`src/rtl/ctrlrf_pkg.sv`:
```
package ctrlrf_pkg;

    // Control index map (decoded by neighbours, so fixed)
    localparam int unsigned CR_STAT  = 0;
    localparam int unsigned CR_COND  = 1;
    localparam int unsigned CR_ISP   = 2;
    localparam int unsigned CR_USP   = 3;
    localparam int unsigned CR_SCR0  = 4;
    localparam int unsigned CR_SCR1  = 5;
    localparam int unsigned CR_SPC   = 6;
    localparam int unsigned CR_STAT2 = 8;
    localparam int unsigned CR_SPC2  = 14;

    localparam int unsigned DBG_SLOTS = 8;
    localparam int unsigned SCR_N     = 2;
    localparam int unsigned MODE_BIT  = 7;

    localparam logic [7:0] SAVE_MASK = 8'hC1;
    localparam logic [7:0] LIVE_MASK = 8'hC0;

    typedef enum logic [3:0] {
        T_STAT, T_COND, T_ISP, T_USP, T_SCR0, T_SCR1,
        T_SPC, T_STAT2, T_SPC2, T_NONE
    } cr_sel_e;

    typedef struct packed {
        logic [7:0] saved;
        logic [7:0] live;
        logic       cond;
    } stat_t;

    function automatic cr_sel_e idx_sel(input int unsigned i);
        case (i)
            CR_STAT:  return T_STAT;
            CR_COND:  return T_COND;
            CR_ISP:   return T_ISP;
            CR_USP:   return T_USP;
            CR_SCR0:  return T_SCR0;
            CR_SCR1:  return T_SCR1;
            CR_SPC:   return T_SPC;
            CR_STAT2: return T_STAT2;
            CR_SPC2:  return T_SPC2;
            default:  return T_NONE;
        endcase
    endfunction

    function automatic int unsigned sel_idx(input cr_sel_e s);
        case (s)
            T_STAT:  return CR_STAT;
            T_COND:  return CR_COND;
            T_ISP:   return CR_ISP;
            T_USP:   return CR_USP;
            T_SCR0:  return CR_SCR0;
            T_SCR1:  return CR_SCR1;
            T_SPC:   return CR_SPC;
            T_STAT2: return CR_STAT2;
            T_SPC2:  return CR_SPC2;
            default: return 0;
        endcase
    endfunction

    // Debugger slot order: status, cond, int sp, user sp, pc save, status2, pc save2, scratch1
    function automatic cr_sel_e dbg_slot_sel(input logic [2:0] slot);
        case (slot)
            3'd0:    return T_STAT;
            3'd1:    return T_COND;
            3'd2:    return T_ISP;
            3'd3:    return T_USP;
            3'd4:    return T_SPC;
            3'd5:    return T_STAT2;
            3'd6:    return T_SPC2;
            default: return T_SCR1;
        endcase
    endfunction

    function automatic cr_sel_e scr_sel(input int unsigned g);
        return (g == 0) ? T_SCR0 : T_SCR1;
    endfunction

endpackage

```
`src/rtl/ctrlrf_decode.sv`:
```
module ctrlrf_decode
    import ctrlrf_pkg::*;
#(
    parameter int IDX_W = 4
) (
    input  logic [IDX_W-1:0] idx,
    output cr_sel_e          sel
);

    always_comb sel = idx_sel(32'(idx));

endmodule

```
`src/rtl/ctrlrf_dbgmap.sv`:
```
module ctrlrf_dbgmap
    import ctrlrf_pkg::*;
#(
    parameter int DBG_W    = 6,
    parameter int DBG_BASE = 16,
    parameter int IDX_W    = 4
) (
    input  logic [DBG_W-1:0] dbg_num,
    output logic [IDX_W-1:0] dbg_idx,
    output logic             dbg_hit
);

    logic [DBG_W-1:0] off;

    always_comb begin
        off     = dbg_num - DBG_W'(DBG_BASE);
        dbg_hit = (dbg_num >= DBG_W'(DBG_BASE)) && (off < DBG_W'(DBG_SLOTS));
        dbg_idx = dbg_hit ? IDX_W'(sel_idx(dbg_slot_sel(off[2:0]))) : '0;
    end

    // a miss always yields index 0
    always_comb begin
        a_r13_miss_zero: assert (dbg_hit || dbg_idx == '0);
    end

endmodule

```
`src/rtl/ctrlrf_spbank.sv`:
```
module ctrlrf_spbank #(
    parameter int DATA_W = 32
) (
    input  logic              clk,
    input  logic              rst,
    input  logic              mode,
    input  logic              wr_stat,
    input  logic              new_mode,
    input  logic              wr_isp,
    input  logic              wr_usp,
    input  logic [DATA_W-1:0] wr_data,
    input  logic [DATA_W-1:0] gsp_value,
    output logic [DATA_W-1:0] isp_view,
    output logic [DATA_W-1:0] usp_view,
    output logic              gsp_we,
    output logic [DATA_W-1:0] gsp_wdata
);

    logic [DATA_W-1:0] isp_q;
    logic [DATA_W-1:0] usp_q;
    logic              swap;

    assign swap = wr_stat && (new_mode != mode);

    always_comb begin
        gsp_we    = 1'b0;
        gsp_wdata = wr_data;
        if (swap) begin
            gsp_we    = 1'b1;
            gsp_wdata = mode ? isp_q : usp_q;
        end else if (wr_isp && !mode) begin
            gsp_we = 1'b1;
        end else if (wr_usp && mode) begin
            gsp_we = 1'b1;
        end
    end

    always_ff @(posedge clk) begin
        if (rst) begin
            isp_q <= '0;
            usp_q <= '0;
        end else begin
            if (swap && mode)  usp_q <= gsp_value;
            if (swap && !mode) isp_q <= gsp_value;
            if (wr_isp && mode)  isp_q <= wr_data;
            if (wr_usp && !mode) usp_q <= wr_data;
        end
    end

    assign isp_view = mode ? isp_q : gsp_value;
    assign usp_view = mode ? gsp_value : usp_q;

    // leaving mode 1 banks the live pointer as the user copy
    a_r4_save_user: assert property (@(posedge clk) disable iff (rst)
        (swap && mode) |=> (usp_q == $past(gsp_value)));
    // leaving mode 0 banks the live pointer as the interrupt copy
    a_r4_save_int: assert property (@(posedge clk) disable iff (rst)
        (swap && !mode) |=> (isp_q == $past(gsp_value)));
    // a mode change always reloads the live pointer
    a_r4_reload: assert property (@(posedge clk) disable iff (rst)
        swap |-> gsp_we);
    // in mode 1 the interrupt index writes the bank, not the live pointer
    a_r5_isp_bank: assert property (@(posedge clk) disable iff (rst)
        (wr_isp && mode) |=> (isp_q == $past(wr_data)));
    // in mode 0 the user index writes the bank, not the live pointer
    a_r6_usp_bank: assert property (@(posedge clk) disable iff (rst)
        (wr_usp && !mode) |=> (usp_q == $past(wr_data)));

endmodule

```
`src/rtl/ctrl_bank_regfile.sv`:
```
module ctrl_bank_regfile
    import ctrlrf_pkg::*;
#(
    parameter int DATA_W   = 32,
    parameter int IDX_W    = 4,
    parameter int DBG_W    = 6,
    parameter int DBG_BASE = 16
) (
    input  logic              clk,
    input  logic              rst,
    input  logic [IDX_W-1:0]  rd_idx,
    output logic [DATA_W-1:0] rd_data,
    input  logic              wr_en,
    input  logic [IDX_W-1:0]  wr_idx,
    input  logic [DATA_W-1:0] wr_data,
    input  logic [DATA_W-1:0] gsp_value,
    output logic              gsp_we,
    output logic [DATA_W-1:0] gsp_wdata,
    output logic [7:0]        stat8_rd,
    input  logic              stat8_we,
    input  logic [7:0]        stat8_wdata,
    input  logic [DBG_W-1:0]  dbg_num,
    output logic [IDX_W-1:0]  dbg_idx,
    output logic              dbg_hit
);

    localparam int HI_W = DATA_W - 16;

    cr_sel_e           rsel;
    cr_sel_e           wsel;
    stat_t             stat_q;
    logic [7:0]        stat2_q;
    logic [DATA_W-1:0] spc_q;
    logic [DATA_W-1:0] spc2_q;
    logic [DATA_W-1:0] scr_q [SCR_N];
    logic [DATA_W-1:0] isp_view;
    logic [DATA_W-1:0] usp_view;
    logic              mode;

    assign mode = stat_q.live[MODE_BIT];

    ctrlrf_decode #(.IDX_W(IDX_W)) u_rdec (.idx(rd_idx), .sel(rsel));
    ctrlrf_decode #(.IDX_W(IDX_W)) u_wdec (.idx(wr_idx), .sel(wsel));

    ctrlrf_spbank #(.DATA_W(DATA_W)) u_spbank (
        .clk       (clk),
        .rst       (rst),
        .mode      (mode),
        .wr_stat   (wr_en && wsel == T_STAT),
        .new_mode  (wr_data[MODE_BIT]),
        .wr_isp    (wr_en && wsel == T_ISP),
        .wr_usp    (wr_en && wsel == T_USP),
        .wr_data   (wr_data),
        .gsp_value (gsp_value),
        .isp_view  (isp_view),
        .usp_view  (usp_view),
        .gsp_we    (gsp_we),
        .gsp_wdata (gsp_wdata)
    );

    ctrlrf_dbgmap #(.DBG_W(DBG_W), .DBG_BASE(DBG_BASE), .IDX_W(IDX_W)) u_dbgmap (
        .dbg_num (dbg_num),
        .dbg_idx (dbg_idx),
        .dbg_hit (dbg_hit)
    );

    // Status, condition flag and second-level status
    always_ff @(posedge clk) begin
        if (rst) begin
            stat_q  <= '0;
            stat2_q <= '0;
        end else if (wr_en) begin
            case (wsel)
                T_STAT: begin
                    stat_q.saved <= wr_data[15:8];
                    stat_q.live  <= wr_data[7:0];
                    stat_q.cond  <= wr_data[0];
                end
                T_COND:  stat_q.cond <= wr_data[0];
                T_STAT2: stat2_q     <= wr_data[7:0];
                default: ;
            endcase
        end else if (stat8_we) begin
            stat_q.live <= stat8_wdata;
            stat_q.cond <= stat8_wdata[0];
        end
    end

    // Saved return addresses
    always_ff @(posedge clk) begin
        if (rst) begin
            spc_q  <= '0;
            spc2_q <= '0;
        end else if (wr_en) begin
            if (wsel == T_SPC)  spc_q  <= wr_data;
            if (wsel == T_SPC2) spc2_q <= wr_data;
        end
    end

    // Scratch words
    for (genvar g = 0; g < SCR_N; g++) begin : g_scr
        always_ff @(posedge clk) begin
            if (rst)
                scr_q[g] <= '0;
            else if (wr_en && wsel == scr_sel(g))
                scr_q[g] <= wr_data;
        end
    end

    always_comb begin
        case (rsel)
            T_STAT:  rd_data = {{HI_W{1'b0}}, stat_q.saved & SAVE_MASK,
                                (stat_q.live & LIVE_MASK) | {7'b0, stat_q.cond}};
            T_COND:  rd_data = {{(DATA_W-1){1'b0}}, stat_q.cond};
            T_ISP:   rd_data = isp_view;
            T_USP:   rd_data = usp_view;
            T_SCR0:  rd_data = scr_q[0];
            T_SCR1:  rd_data = scr_q[1];
            T_SPC:   rd_data = {spc_q[DATA_W-1:1], 1'b0};
            T_STAT2: rd_data = {{(DATA_W-8){1'b0}}, stat2_q & SAVE_MASK};
            T_SPC2:  rd_data = {spc2_q[DATA_W-1:1], 1'b0};
            default: rd_data = '0;
        endcase
    end

    assign stat8_rd = {stat_q.live[7:1], stat_q.cond};

    // reset leaves status cleared and mode 0
    a_r1_reset_clear: assert property (@(posedge clk)
        rst |=> (stat_q == '0 && !mode));
    // status write moves bit 0 into the condition flag
    a_r3_cond_follow: assert property (@(posedge clk) disable iff (rst)
        (wr_en && wsel == T_STAT) |=> (stat_q.cond == $past(wr_data[0])));
    // writes to unmapped indices leave state untouched
    a_r10_no_effect: assert property (@(posedge clk) disable iff (rst)
        (wr_en && wsel == T_NONE) |=>
            (stat_q == $past(stat_q) && stat2_q == $past(stat2_q)
             && spc_q == $past(spc_q) && spc2_q == $past(spc2_q)));
    // unmapped writes never reach the live stack pointer
    a_r10_no_live_sp: assert property (@(posedge clk) disable iff (rst)
        (wr_en && wsel == T_NONE) |-> !gsp_we);
    // byte status writes never move the stack pointer
    a_r11_byte_no_swap: assert property (@(posedge clk) disable iff (rst)
        (stat8_we && !wr_en) |-> !gsp_we);

endmodule

```
`config.mk`:
```
export PLATFORM = sky130hd
export DESIGN_NAME = ctrl_bank_regfile
export DESIGN_NICKNAME = d
export VERILOG_FILES = /design/src/rtl/ctrlrf_pkg.sv /design/src/rtl/ctrlrf_decode.sv /design/src/rtl/ctrlrf_dbgmap.sv /design/src/rtl/ctrlrf_spbank.sv /design/src/rtl/ctrl_bank_regfile.sv
export SDC_FILE = /design/constraint.sdc
export NUM_CORES = 1
export LEC_CHECK = 0
export BUFFER_PORTS_ARGS = -buffer_cell sky130_fd_sc_hd__buf_4
export CAP_MARGIN = 20
export CELL_PAD_IN_SITES_DETAIL_PLACEMENT = 1
export CELL_PAD_IN_SITES_GLOBAL_PLACEMENT = 1
export CORE_UTILIZATION = 47
export CTS_BUF_LIST = sky130_fd_sc_hd__clkbuf_2 sky130_fd_sc_hd__clkbuf_4 sky130_fd_sc_hd__clkbuf_8
export CTS_CLUSTER_DIAMETER = 40
export DETAILED_ROUTE_END_ITERATION = 8
export GPL_TIMING_DRIVEN = 0
export HOLD_SLACK_MARGIN = 0.08
export PLACE_DENSITY_LB_ADDON = 0.1
export SLEW_MARGIN = 20
export SYNTH_ARGS = -nofsm -noshare
export SYNTH_HDL_FRONTEND = slang
export SYNTH_SLANG_ARGS = --single-unit
```
`constraint.sdc`:
```
create_clock -name clk -period 8.5 [get_ports clk]
set_input_delay 0.425 -clock clk [delete_from_list [all_inputs] [get_ports clk]]
set_output_delay 0.425 -clock clk [all_outputs]
set_load 0.02 [all_outputs]
```
==> results of run 1 <==
through the flow:
| stage | hold WS [ns] | instance area (um2) |
|---|---|---|
| floorplan | 0.426 | 10300 |
| global route | 0.160 | 12900 |
| detailed placement | 0.441 | 12000 |
| CTS | 0.137 | 12900 |
| finish | 0.154 | 12900 |
| global placement | 0.432 | 11900 |
final cells by class:
type,instances,area (um2),share of cell area [%]
Multi-Input combinational cell,882,5050,39.2
Sequential cell,204,4720,36.6
Clock buffer,68,805,6.24
Clock inverter,5,55.1,0.427
Antenna cell,1,2.50,0.0194
Inverter,29,109,0.844
Timing Repair Buffer,167,1330,10.3
Buffer,113,484,3.75
Tap cell,275,344,2.67
registers in the layout, summed over array words and instances (netlist names):
| signal | cells |
|---|---|
| scr_q | 64 |
| spc2_q | 31 |
| spc_q | 31 |
| stat2_q | 3 |
| stat8_rd | 8 |
| stat_q | 3 |
| u_spbank.isp_q | 32 |
| u_spbank.usp_q | 32 |
worst paths after layout:
kind	startpoint	endpoint	slack, ns	cells past startpoint
worst min register to register	u_spbank.usp_q[8]	u_spbank.usp_q[8]	0.45	2
worst max-delay path	stat8_rd[7]	rd_data[3]	4.65	9
worst max register to register	stat8_rd[7]	u_spbank.usp_q[19]	6.02	6
worst min-delay path	wr_data[12]	spc2_q[12]	0.15	3
per-layer routing:
metal	vias to the layer above	part of all wire (%)	global-route usage [%]
li1	4766	-	-
met2	572	47	63.6
met5	-	0	0
met1	5420	39	47.8
met4	0	4.2	18.8
met3	139	9.5	7.55
cell usage in the layout, fill, tap and decap left out, types with 5 or more instances in the layout:
cell | Yosys | final
sky130_fd_sc_hd__nor2_1 | 55 | 55
sky130_fd_sc_hd__edfxtp_1 | 64 | 64
sky130_fd_sc_hd__nand3_1 | 32 | 32
sky130_fd_sc_hd__clkbuf_1 | 76 | 76
sky130_fd_sc_hd__a22oi_1 | 115 | 115
sky130_fd_sc_hd__inv_1 | 29 | 29
sky130_fd_sc_hd__and2_1 | 66 | 66
sky130_fd_sc_hd__buf_2 | 21 | 21
sky130_fd_sc_hd__a21oi_1 | 115 | 115
sky130_fd_sc_hd__mux2i_1 | 21 | 21
sky130_fd_sc_hd__clkbuf_8 | 0 | 47
sky130_fd_sc_hd__mux2_2 | 6 | 6
sky130_fd_sc_hd__clkbuf_4 | 0 | 21
sky130_fd_sc_hd__nor3_1 | 5 | 5
sky130_fd_sc_hd__buf_1 | 7 | 7
sky130_fd_sc_hd__dfxtp_1 | 140 | 140
sky130_fd_sc_hd__a211oi_1 | 7 | 7
sky130_fd_sc_hd__a22o_1 | 32 | 32
sky130_fd_sc_hd__a31oi_1 | 28 | 28
sky130_fd_sc_hd__nand2b_1 | 31 | 31
sky130_fd_sc_hd__o21ai_0 | 37 | 37
sky130_fd_sc_hd__nand2_1 | 245 | 245
sky130_fd_sc_hd__a21o_1 | 32 | 32
sky130_fd_sc_hd__buf_4 | 9 | 171
sky130_fd_sc_hd__nor2b_1 | 6 | 6
logic make-up (layout without fill, tap and decap cells):
kind of cell	after synthesis	count (layout)	share of synthesized area, %
compound gates	379	379	24.0
buf+inv	142	382	5.74
other cells	0	1	0
flops	204	204	45.7
mux	27	27	2.69
simple gates	474	474	21.7
xor+xnor	2	2	0.170
worst max-delay path, stage by stage (launching register included):
cell	delay, ns
sky130_fd_sc_hd__dfxtp_1	0.39
sky130_fd_sc_hd__buf_2	0.24
sky130_fd_sc_hd__buf_2	0.31
sky130_fd_sc_hd__clkbuf_1	0.58
sky130_fd_sc_hd__clkbuf_1	0.71
sky130_fd_sc_hd__nand2_1	0.11
sky130_fd_sc_hd__nand2_1	0.10
sky130_fd_sc_hd__a22oi_1	0.07
sky130_fd_sc_hd__nand3_1	0.19
sky130_fd_sc_hd__buf_4	0.17
power by group through the flow:
stage / sequential, W / clock (W) / combinational (W)
2_1_floorplan: 0.00106 / 0 / 0.000145
3_3_place_gp: 0.00106 / 0 / 0.000289
3_5_place_dp: 0.00106 / 0 / 0.000303
4_1_cts: 0.00104 / 0.00107 / 0.000305
5_1_grt: 0.00105 / 0.00112 / 0.000326
6_report: 0.00104 / 0.00107 / 0.000312
==> impl_summary.log, run 1 <==
[metrics] total I/O pin count: 168
[metrics] DIE HEIGHT: about 150 um
[metrics] number of synthesized register bits: 204
[metrics] post-DR vias/cell: between 6 and 7
[metrics] Max Transition Viols Final: 0
[metrics] relative contribution of sequential cells to total power: a little over two fifths
[metrics] final-report hold violation count: 0
[metrics] post-synthesis instance area: approximately 0.010 mm2
[metrics] final worst-path cycle share: 45.3%
[metrics] maximum level of the CTS H-tree: 2
[metrics] Starting Density: just under 50%
[metrics] pwr/cell area: 188 mW/mm2
[metrics] setup repair after global routing missed its margin: false
[metrics] post-route non-filler standard cell count: 1744
[metrics] Leak: 5.31 nW
[metrics] clk buf depth: 3
[metrics] number of global-route vias before repair: 10900
[metrics] number of warning messages in the yosys log: 0
[metrics] initial antenna violation count: 0
[metrics] clock latency at the later pin of the worst-skew pair: ~0.56 ns
[metrics] violation count after the first detailed-routing iteration: 985
[metrics] DRC: 0
[metrics] synth unique cells: 47
[metrics] maximum fanout along the worst path: 10
[metrics] worst slew margin relative to its limit: 30.2%
[metrics] number of flops mapped to enable cells by yosys: 64
[metrics] Core Rows: 53
[metrics] overall power consumption: 0.00243 W
[metrics] area overhead of the layout relative to synthesis: 24.9%
[metrics] post-route ant nets: 0
[metrics] most frequently used flop master after synthesis: sky130_fd_sc_hd__dfxtp_1
[metrics] setup total negative slack: 0 ns
[metrics] Synth Net Count: 1318
[metrics] hold bufs inserted after CTS: 0
[metrics] crit path capture type: primary output
[metrics] total number of clock tree sinks: 204
[metrics] clock-pin slew reported for the worst setup and hold paths after clock tree synthesis: 0.06 ns
[metrics] final-report setup violation count: 0
[metrics] total global-route track usage: 38.5%
[metrics] transition time of the tightest slew-check pin: 1.05 ns
[metrics] CORE AREA: 0.0213 mm2
[metrics] die area: between 0.02 and 0.025 mm2
[metrics] CP Data Arrival Time: 3.43 ns
[metrics] clock power share: 44.2%
[metrics] fraction of power consumed by combinational cells: roughly an eighth
[metrics] FFs w/ async S/R, synth: 0%
[metrics] design internal power: 0.00177 W
[metrics] # nets final: 1527
[metrics] largest net degree at the start of global routing: 14
[metrics] count of buffers added by post-CTS timing repair for setup: 0
[metrics] fillers: 2601
[metrics] Worst Skew: between 0.01 and 0.015 ns
[metrics] CTS buffer count: 40
[metrics] biggest area contributors in the synthesized netlist: sky130_fd_sc_hd__dfxtp_1 (27%), sky130_fd_sc_hd__edfxtp_1 (19%), sky130_fd_sc_hd__nand2_1 (8.9%), sky130_fd_sc_hd__a22oi_1 (8.4%), sky130_fd_sc_hd__a21oi_1 (5.6%)
[metrics] Switching Share: 27.2%
[metrics] TritonCTS clock tree: done
[metrics] share of the core filled with cells: 60.6%
[metrics] proportion of layout cells with a drive suffix above 1: 19.5%
[metrics] maxcap violations: 0
[metrics] largest area contributor in the netlist: sky130_fd_sc_hd__dfxtp_1
[metrics] Mapped Cells: 1228
[metrics] share of the yosys chip area belonging to registers: 45.7%
[metrics] Routed Wire Length: 43200 um
[metrics] count of placed standard cells including taps: 1670
[metrics] wire per inst: between 20 and 25 um
[metrics] cell with the most instances after synthesis: sky130_fd_sc_hd__nand2_1
[metrics] Post-synth top cells: sky130_fd_sc_hd__nand2_1 (245), sky130_fd_sc_hd__dfxtp_1 (140), sky130_fd_sc_hd__a21oi_1 (115), sky130_fd_sc_hd__a22oi_1 (115), sky130_fd_sc_hd__clkbuf_1 (76)
[metrics] Detailed Place HPWL: slightly below 30000 um
[metrics] wire length of the first global-routing pass: between 60000 and 70000 um
[metrics] count of instances resized after the clock tree is built: 0
[metrics] kind of critical path: register to primary output
[metrics] Worst Setup Start Kind: register
[metrics] portion of synthesized cell area occupied by the leading cell type: a little over a quarter
[metrics] average size of a mapped cell: 8.41 um2
[metrics] final critical delay including setup and external delays: approximately 3.9 ns
[metrics] slack of the critical path: roughly 4.6 ns
[metrics] setup slack at placement: between 5 and 6 ns
[metrics] Die Wd: ~150 um
[metrics] total gr overflow: 0
[metrics] Achievable Freq: 260 MHz
[metrics] result of the run: completed
[metrics] total net switching power: 0.000662 W
[metrics] required time of the critical path: 8.08 ns
[metrics] routability cong.: 0.915
[metrics] total number of vias: 10900
[metrics] TritonRoute pass-1 iters: 5
[metrics] type of the tightest min-delay check: input port to register
[metrics] root buffer cell: sky130_fd_sc_hd__clkbuf_8
[metrics] Peak VDD IR: 141 uV
[metrics] IO Port Bufs: 162
Power figures use the tool's default switching activity.
==> inputs of run 2 (changes only) <==
--- a/config.mk
+++ b/config.mk
@@ -5,11 +5,12 @@
 export SDC_FILE = /design/constraint.sdc
 export NUM_CORES = 1
 export LEC_CHECK = 0
+export ABC_AREA = 1
 export BUFFER_PORTS_ARGS = -buffer_cell sky130_fd_sc_hd__buf_4
 export CAP_MARGIN = 20
 export CELL_PAD_IN_SITES_DETAIL_PLACEMENT = 1
 export CELL_PAD_IN_SITES_GLOBAL_PLACEMENT = 1
-export CORE_UTILIZATION = 47
+export CORE_UTILIZATION = 38
 export CTS_BUF_LIST = sky130_fd_sc_hd__clkbuf_2 sky130_fd_sc_hd__clkbuf_4 sky130_fd_sc_hd__clkbuf_8
 export CTS_CLUSTER_DIAMETER = 40
 export DETAILED_ROUTE_END_ITERATION = 8
==> constraint.sdc (replaced) <==
create_clock -name clk -period 3.25 [get_ports clk]
set_input_delay 0.1625 -clock clk [delete_from_list [all_inputs] [get_ports clk]]
set_output_delay 0.1625 -clock clk [all_outputs]
set_load 0.02 [all_outputs]
==> run 2 against run 1 <==
Critical path depth is 3 lower. Clock-buffer cell count is 5 lower. Cell count is 40% higher. Setup slack worse by 4.6 ns. Highest routed layer unchanged.
==> impl_summary.log, run 2 <==
[metrics] result of the run: completed
[metrics] diodes inserted: 0 (-1)
[metrics] proportion of layout cells with a drive suffix above 1: 16.5% (-3.0 points)
[metrics] pwr/cell area: 443 mW/mm2 (+140%)
[metrics] Detailed Place HPWL: 37900 um (+28%)
[metrics] register name with the most flops: scr_q
[metrics] count of instances resized after the clock tree is built: 0 (unchanged)
[metrics] clk buf depth: 3 (unchanged)
[metrics] wire length of the first global-routing pass: 78500 um (+23%)
[metrics] most frequently used flop master after synthesis: sky130_fd_sc_hd__dfxtp_1
[metrics] required time of the critical path: 3.09 ns (-4.99 ns)
[metrics] biggest area contributors in the synthesized netlist: sky130_fd_sc_hd__dfxtp_1 (24%), sky130_fd_sc_hd__edfxtp_1 (17%), sky130_fd_sc_hd__nand2_1 (11%), sky130_fd_sc_hd__nand3_1 (8.9%), sky130_fd_sc_hd__inv_1 (7.8%)
[metrics] die area: 0.0308 mm2 (+36%)
[metrics] total gr overflow: 0 (unchanged)
[metrics] CTS buffer count: 43 (+7.5%)
[metrics] Crit path buffers/inverters: 3 (-2)
[metrics] cell with the most instances after synthesis: sky130_fd_sc_hd__nand2_1
[metrics] total I/O pin count: 168 (unchanged)
[metrics] Core Rows: 63 (+19%)
[metrics] largest net degree at the start of global routing: 23 (+9)
[metrics] Post-synth top cells: sky130_fd_sc_hd__nand2_1 (343), sky130_fd_sc_hd__inv_1 (238), sky130_fd_sc_hd__nand3_1 (204)
[metrics] TritonCTS clock tree: done
[metrics] Synth Net Count: 1797 (+36%)
[metrics] hold bufs inserted after CTS: 100 (+100)
[metrics] count of placed standard cells including taps: 2265 (+36%)
[metrics] # nets final: 2110 (+38%)
[metrics] CP Data Arrival Time: 3.01 ns (-0.42 ns)
[metrics] Top Family by Delay on Critical Path: buffers and inverters
[metrics] number of synthesized register bits: 204 (unchanged)
[metrics] post-route non-filler standard cell count: 2444 (+40%)
[metrics] final worst-path cycle share: 97.5%
[metrics] standard cell with the maximum stage delay on the critical path: sky130_fd_sc_hd__clkbuf_1
[metrics] type of the tightest min-delay check: input port to register
[metrics] final-report hold violation count: 0 (unchanged)
[metrics] overall power consumption: 0.00673 W (+180%)
[metrics] share of the yosys chip area belonging to registers: 41.3% (-4.4 points)
[metrics] number of global-route vias before repair: 13200 (+21%)
[metrics] Slowest Stage Delay on Critical Path: 0.63 ns (-0.08 ns)
[metrics] synth unique cells: 34 (-28%)
[metrics] commonest non-fill, non-tap cells in the layout: sky130_fd_sc_hd__nand2_1 (343), sky130_fd_sc_hd__inv_1 (238), sky130_fd_sc_hd__nand3_1 (204)
[metrics] crit path capture type: primary output
[metrics] wire per inst: 21.4 um (-14%)
[metrics] Max Transition Viols Final: 0 (unchanged)
[metrics] total number of vias: 13300 (+22%)
[metrics] largest registers: scr_q x64, u_spbank.isp_q x32, u_spbank.usp_q x32
[metrics] IO Port Bufs: 166 (+2.5%)
[metrics] Leak: 6.57 nW (+24%)
[metrics] post-synthesis instance area: 0.0114 mm2 (+11%)
[metrics] final-report setup violation count: 0 (unchanged)
[metrics] CORE AREA: 0.0296 mm2 (+39%)
[metrics] Routed Wire Length: 52200 um (+21%)
[metrics] number of warning messages in the yosys log: 0 (unchanged)
[metrics] Mapped Cells: 1707 (+39%)
[metrics] kind of critical path: register to primary output
[metrics] Worst Setup Start Kind: register
[metrics] portion of synthesized cell area occupied by the leading cell type: 24.5% (-2.6 points)
[metrics] count of buffers added by post-CTS timing repair for setup: 0 (unchanged)
[metrics] maxcap violations: 0 (unchanged)
[metrics] violation count after the first detailed-routing iteration: 1471 (+49%)
[metrics] maximum level of the CTS H-tree: 2 (unchanged)
[metrics] setup repair after global routing missed its margin: false
[metrics] initial antenna violation count: 0 (unchanged)
[metrics] clock latency at the later pin of the worst-skew pair: 0.55 ns (about the same)
[metrics] maximum fanout along the worst path: 10 (unchanged)
[metrics] FFs w/ async S/R, synth: 0% (unchanged)
[metrics] max reg flops: 64 (unchanged)
[metrics] post-DR vias/cell: 5.45 (-13%)
[metrics] clock-pin slew reported for the worst setup and hold paths after clock tree synthesis: 0.06 ns (about the same)
[metrics] final critical delay including setup and external delays: roughly 3.2 ns
[metrics] root buffer cell: sky130_fd_sc_hd__clkbuf_8
[metrics] Final Hold Slack: 0.105 ns (-0.0486 ns)
[metrics] DRC: 0 (unchanged)
[metrics] cell-by-cell trace of the critical path: buf_2, clkbuf_1, o21ai_0, nand2_1, nand4_1, buf_4
[metrics] total number of clock tree sinks: 204 (unchanged)
[metrics] most common cell after layout, fill and taps aside: sky130_fd_sc_hd__nand2_1
[metrics] Achievable Freq: 316 MHz
[metrics] post-route ant nets: 0 (unchanged)
[metrics] Peak VDD IR: 232 uV (+64%)
[metrics] worst slew margin relative to its limit: 41.8% (+12 points)
[metrics] Die Wd: 176 um (+17%)
[metrics] largest area contributor in the netlist: sky130_fd_sc_hd__dfxtp_1
[metrics] average size of a mapped cell: 6.71 um2 (-20%)
[metrics] total global-route track usage: 33.8% (-4.7 points)
[metrics] fillers: 3912 (+50%)
[metrics] routability cong.: 0.889 (-2.8%)
[metrics] transition time of the tightest slew-check pin: 0.874 ns (-0.173 ns)
[metrics] setup total negative slack: 0 ns (unchanged)
[metrics] area overhead of the layout relative to synthesis: 32.6%
[metrics] Worst Skew: 0.0161 ns (+0.00271 ns)
[metrics] TritonRoute pass-1 iters: 6 (+1)
[metrics] Starting Density: 38.6% (-9.9 points)
[metrics] number of flops mapped to enable cells by yosys: 64 (unchanged)
[metrics] DIE HEIGHT: 176 um (+17%)
[run 2: metrics by stage]
step | instance area (um2) | setup WS (ns) | utilization, %
floorplan | 11400 | 0.708 | -
global placement | 13200 | -0.575 | 44.5
detailed placement | 13300 | 0.808 | 44.7
CTS | 15200 | 0.201 | 51.2
global route | 15200 | 0.0448 | 51.2
finish | 15200 | 0.0815 | 51.2
[run 2: path summary, 6_finish.rpt]
kind / startpoint / end / slack (ns) / cells past startpoint
max: stat8_rd[7] / rd_data[31] / 0.08 / 6
min: wr_en / stat2_q[0] / 0.10 / 3
max reg2reg: stat8_rd[7] / u_spbank.usp_q[25] / 0.79 / 8
min reg2reg: stat2_q[0] / stat2_q[0] / 0.48 / 2
[run 2: routing by layer]
metal | up-vias | track usage [%] | wire length [um]
li1 | 6163 | - | -
met3 | 106 | 6.23 | 4160
met1 | 6494 | 46.3 | 23100
met5 | - | 0 | 0
met2 | 551 | 53.5 | 23600
met4 | 0 | 11.1 | 1370
[run 2: worst register-to-register path: stages (launching register included)]
cell and delay, ns:
sky130_fd_sc_hd__dfxtp_1 0.54, sky130_fd_sc_hd__inv_2 0.16, sky130_fd_sc_hd__nor2_4 0.24, sky130_fd_sc_hd__buf_1 0.47, sky130_fd_sc_hd__nand3_1 0.16, sky130_fd_sc_hd__nand2_1 0.08
sky130_fd_sc_hd__dlygate4sd3_1 0.56, sky130_fd_sc_hd__inv_1 0.06, sky130_fd_sc_hd__a21oi_1 0.11
[run 2: kinds of logic after synthesis]
group                  after synthesis  share of synthesized area [%]
AO/OA/AOI/OAI                      338                           15.2
buffers and inverters              368                           13.4
flip-flops                         204                           41.3
AND/OR/NAND/NOR                    797                           30.2
[run 2: area by class of cell]
type | count | area (um2) | share of cell area (%)
multi-input cells | 1135 | 5210 | 34.4
flip-flops and latches | 204 | 4720 | 31.1
repair buffers | 268 | 2300 | 15.2
inverters | 246 | 923 | 6.09
clock buffers | 63 | 754 | 4.97
plain buffers | 122 | 607 | 4.00
well taps | 390 | 488 | 3.22
clock inverters | 16 | 160 | 1.06
[run 2: power breakdown]
group          switching, W  internal, W
clock               0.00123      0.00174
combinational      0.000661     0.000340
sequential        0.0000362      0.00272
total               0.00193      0.00480
==> inputs of run 3 (changes only) <==
--- a/config.mk
+++ b/config.mk
@@ -5,12 +5,11 @@
 export SDC_FILE = /design/constraint.sdc
 export NUM_CORES = 1
 export LEC_CHECK = 0
-export ABC_AREA = 1
 export BUFFER_PORTS_ARGS = -buffer_cell sky130_fd_sc_hd__buf_4
 export CAP_MARGIN = 20
 export CELL_PAD_IN_SITES_DETAIL_PLACEMENT = 1
 export CELL_PAD_IN_SITES_GLOBAL_PLACEMENT = 1
-export CORE_UTILIZATION = 38
+export CORE_UTILIZATION = 40
 export CTS_BUF_LIST = sky130_fd_sc_hd__clkbuf_2 sky130_fd_sc_hd__clkbuf_4 sky130_fd_sc_hd__clkbuf_8
 export CTS_CLUSTER_DIAMETER = 40
 export DETAILED_ROUTE_END_ITERATION = 8
==> run 3 against run 2 <==
The run now ends with negative setup slack left. Global-route usage grew 0.40 points. Fmax down 3.5%. Cell count down 23%. Utilization grew 3.6 points. Clock power rose by 11%. Largest cell class unchanged. Largest power group unchanged.
==> impl_summary.log, run 3 (synthesized netlist as in run 1, its figures left out) <==
[metrics] result of the run: complete, but fails checks
[metrics] failing checks: negative setup slack
[metrics] post-route ant nets: 0 (unchanged)
[metrics] wire length of the first global-routing pass: 67000 um (-15%)
[metrics] total global-route track usage: 34.2% (+0.40 points)
[metrics] worst slew margin relative to its limit: 28.3% (-13 points)
[metrics] crit path capture type: primary output
[metrics] violation count after the first detailed-routing iteration: 977 (-34%)
[metrics] commonest non-fill, non-tap cells in the layout: sky130_fd_sc_hd__nand2_1 (245), sky130_fd_sc_hd__buf_4 (171), sky130_fd_sc_hd__dfxtp_1 (140)
[metrics] total I/O pin count: 168 (unchanged)
[metrics] proportion of layout cells with a drive suffix above 1: 18.9% (+2.4 points)
[metrics] wire per inst: 24.1 um (+13%)
[metrics] Crit path buffers/inverters: 5 (+2)
[metrics] slack of the critical path: -0.0325 ns (-0.114 ns)
[metrics] CP Data Arrival Time: 3.12 ns (+0.11 ns)
[metrics] required time of the critical path: 3.09 ns (about the same)
[metrics] fillers: 3029 (-23%)
[metrics] largest net degree at the start of global routing: 21 (-8.7%)
[metrics] final worst-path cycle share: 101% (+3.5 points)
[metrics] Worst Skew: 0.0119 ns (-0.00421 ns)
[metrics] count of placed standard cells including taps: 1723 (-24%)
[metrics] footprint of the multi-input gates: 0.00505 mm2 (-3.1%)
[metrics] pwr/cell area: 500 mW/mm2 (+13%)
[metrics] post-route non-filler standard cell count: 1878 (-23%)
[metrics] Starting Density: 40.9% (+2.3 points)
[metrics] routability cong.: 0.923 (+3.8%)
[metrics] diodes inserted: 0 (unchanged)
[metrics] TritonRoute pass-1 iters: 5 (-1)
[metrics] largest registers: scr_q x64, u_spbank.isp_q x32, u_spbank.usp_q x32
[metrics] total number of vias: 11000 (-17%)
[metrics] root buffer cell: sky130_fd_sc_hd__clkbuf_8
[metrics] post-DR vias/cell: 5.86 (+7.6%)
[metrics] maximum level of the CTS H-tree: 2 (unchanged)
[metrics] final-report setup violation count: 2 (+2)
[metrics] Max Transition Viols Final: 0 (unchanged)
[metrics] IO Port Bufs: 162 (-2.4%)
[metrics] CTS buffer count: 43 (unchanged)
[metrics] maxcap violations: 0 (unchanged)
[metrics] transition time of the tightest slew-check pin: 1.08 ns (+0.202 ns)
[metrics] DRC: 0 (unchanged)
[metrics] DIE HEIGHT: 163 um (-7.3%)
[metrics] Core Rows: 58 (-7.9%)
[metrics] max reg flops: 64 (unchanged)
[metrics] Achievable Freq: 305 MHz (-3.5%)
[metrics] Top Family by Delay on Critical Path: buffers and inverters
[metrics] total number of clock tree sinks: 204 (unchanged)
[metrics] # nets final: 1603 (-24%)
[metrics] Peak VDD IR: 598 uV (+160%)
[metrics] final critical delay including setup and external delays: 3.28 ns (+0.114 ns)
[metrics] clk buf depth: 3 (unchanged)
[metrics] Die Wd: 163 um (-7.3%)
[metrics] standard cell with the maximum stage delay on the critical path: sky130_fd_sc_hd__dlygate4sd3_1
[metrics] setup repair after global routing missed its margin: false
[metrics] CORE AREA: 0.0253 mm2 (-15%)
[metrics] final-report hold violation count: 0 (unchanged)
[metrics] TritonCTS clock tree: done
[metrics] overall power consumption: 0.00692 W (+2.8%)
[metrics] total area of sequential cells: 0.00472 mm2 (unchanged)
[metrics] clock latency at the later pin of the worst-skew pair: 0.55 ns (about the same)
[metrics] register name with the most flops: scr_q
[metrics] die area: 0.0265 mm2 (-14%)
[metrics] type of the tightest min-delay check: input port to register
[metrics] number of global-route vias before repair: 11400 (-14%)
[metrics] maximum fanout along the worst path: 10 (unchanged)
[metrics] Leak: 5.69 nW (-13%)
[metrics] area overhead of the layout relative to synthesis: 34.0%
[metrics] most common cell after layout, fill and taps aside: sky130_fd_sc_hd__nand2_1
[metrics] setup slack at placement: 0.388 ns (-0.420 ns)
[metrics] kind of critical path: input port to primary output
[metrics] clock-pin slew reported for the worst setup and hold paths after clock tree synthesis: 0.06 ns (about the same)
[metrics] initial antenna violation count: 0 (unchanged)
[metrics] Routed Wire Length: 45200 um (-13%)
[metrics] Worst Setup Start Kind: input port
[metrics] cell-by-cell trace of the critical path: dlygate4sd3_1, buf_4, or3b_1, buf_2, nor3_4, buf_2, nor2_1, a21oi_1, buf_4
[metrics] total gr overflow: 0 (unchanged)
[metrics] Slowest Stage Delay on Critical Path: 0.54 ns (-0.09 ns)
[metrics] count of buffers added by post-CTS timing repair for setup: 0 (unchanged)
[metrics] Detailed Place HPWL: 30400 um (-20%)
run 3: cell count changes in the layout (fill, tap and decap cells not counted), sizes merged, moves of 43 or more:
cell | before | now
and2 | 1 | 66
o21ai | 175 | 38
nand3 | 204 | 32
a22oi | 0 | 115
nor2 | 178 | 55
nand2 | 347 | 245
buf | 243 | 200
inv | 248 | 30
run 3: what timing repair did:
item / in CTS / in global routing
endpoints found under the hold margin: 196 / 0
hold buffers: 76 / 0
setup endpoints to repair: 18 / 25
gates resized for setup: 2 / 7
run 3: cell type report:
class	instances	share of cell area, %
timing repair buffer	241	14.7
clock inverter	27	2.47
clock buffer	53	4.91
multi-input combinational	882	36.5
inverter	29	0.786
buffer	112	3.53
tap	330	2.98
sequential	204	34.1
run 3: stage by stage:
step / utilization [%] / setup TNS, ns / instance area (um2) / hold slack (ns)
global route: 54.8 / 0 / 13800 / 0.165
global placement: 47.4 / -63.55 / 12000 / 0.433
floorplan: - / 0 / 10300 / 0.298
finish: 54.8 / -0.0406 / 13800 / 0.148
CTS: 54.8 / 0 / 13800 / 0.122
detailed placement: 47.7 / 0 / 12100 / 0.440
run 3: final timing paths:
path,from,to,cells past startpoint,slack (ns)
max,wr_idx[2],gsp_wdata[15],9,-0.03
min,wr_en,spc2_q[1],5,0.15
max reg2reg,stat8_rd[7],u_spbank.usp_q[24],6,0.79
min reg2reg,spc_q[6],spc_q[6],2,0.46
run 3: power breakdown:
group / internal [W] / total (W) / switching, W
Clock: 0.00203 / 0.00330 / 0.00127
Combinational: 0.000342 / 0.000885 / 0.000543
Sequential: 0.00270 / 0.00273 / 0.0000301
run 3: tightest hold or removal path: cells and delay by family:
family | cells | cell delay, ns
compound gates | 1 | 0.05
simple gates | 3 | 0.32
buf+inv | 1 | 0.13
run 3: per-layer routing:
metal / GRT usage [%] / part of all wire [%] / routed length (um) / vias to the layer above
met4: 15.5 / 4.1 / 1870 / 0
met2: 57.5 / 48 / 21500 / 514
met3: 5.96 / 7.6 / 3450 / 136
met1: 42.6 / 41 / 18300 / 5437
li1: - / - / - / 4921
met5: 0 / 0 / 0 / -
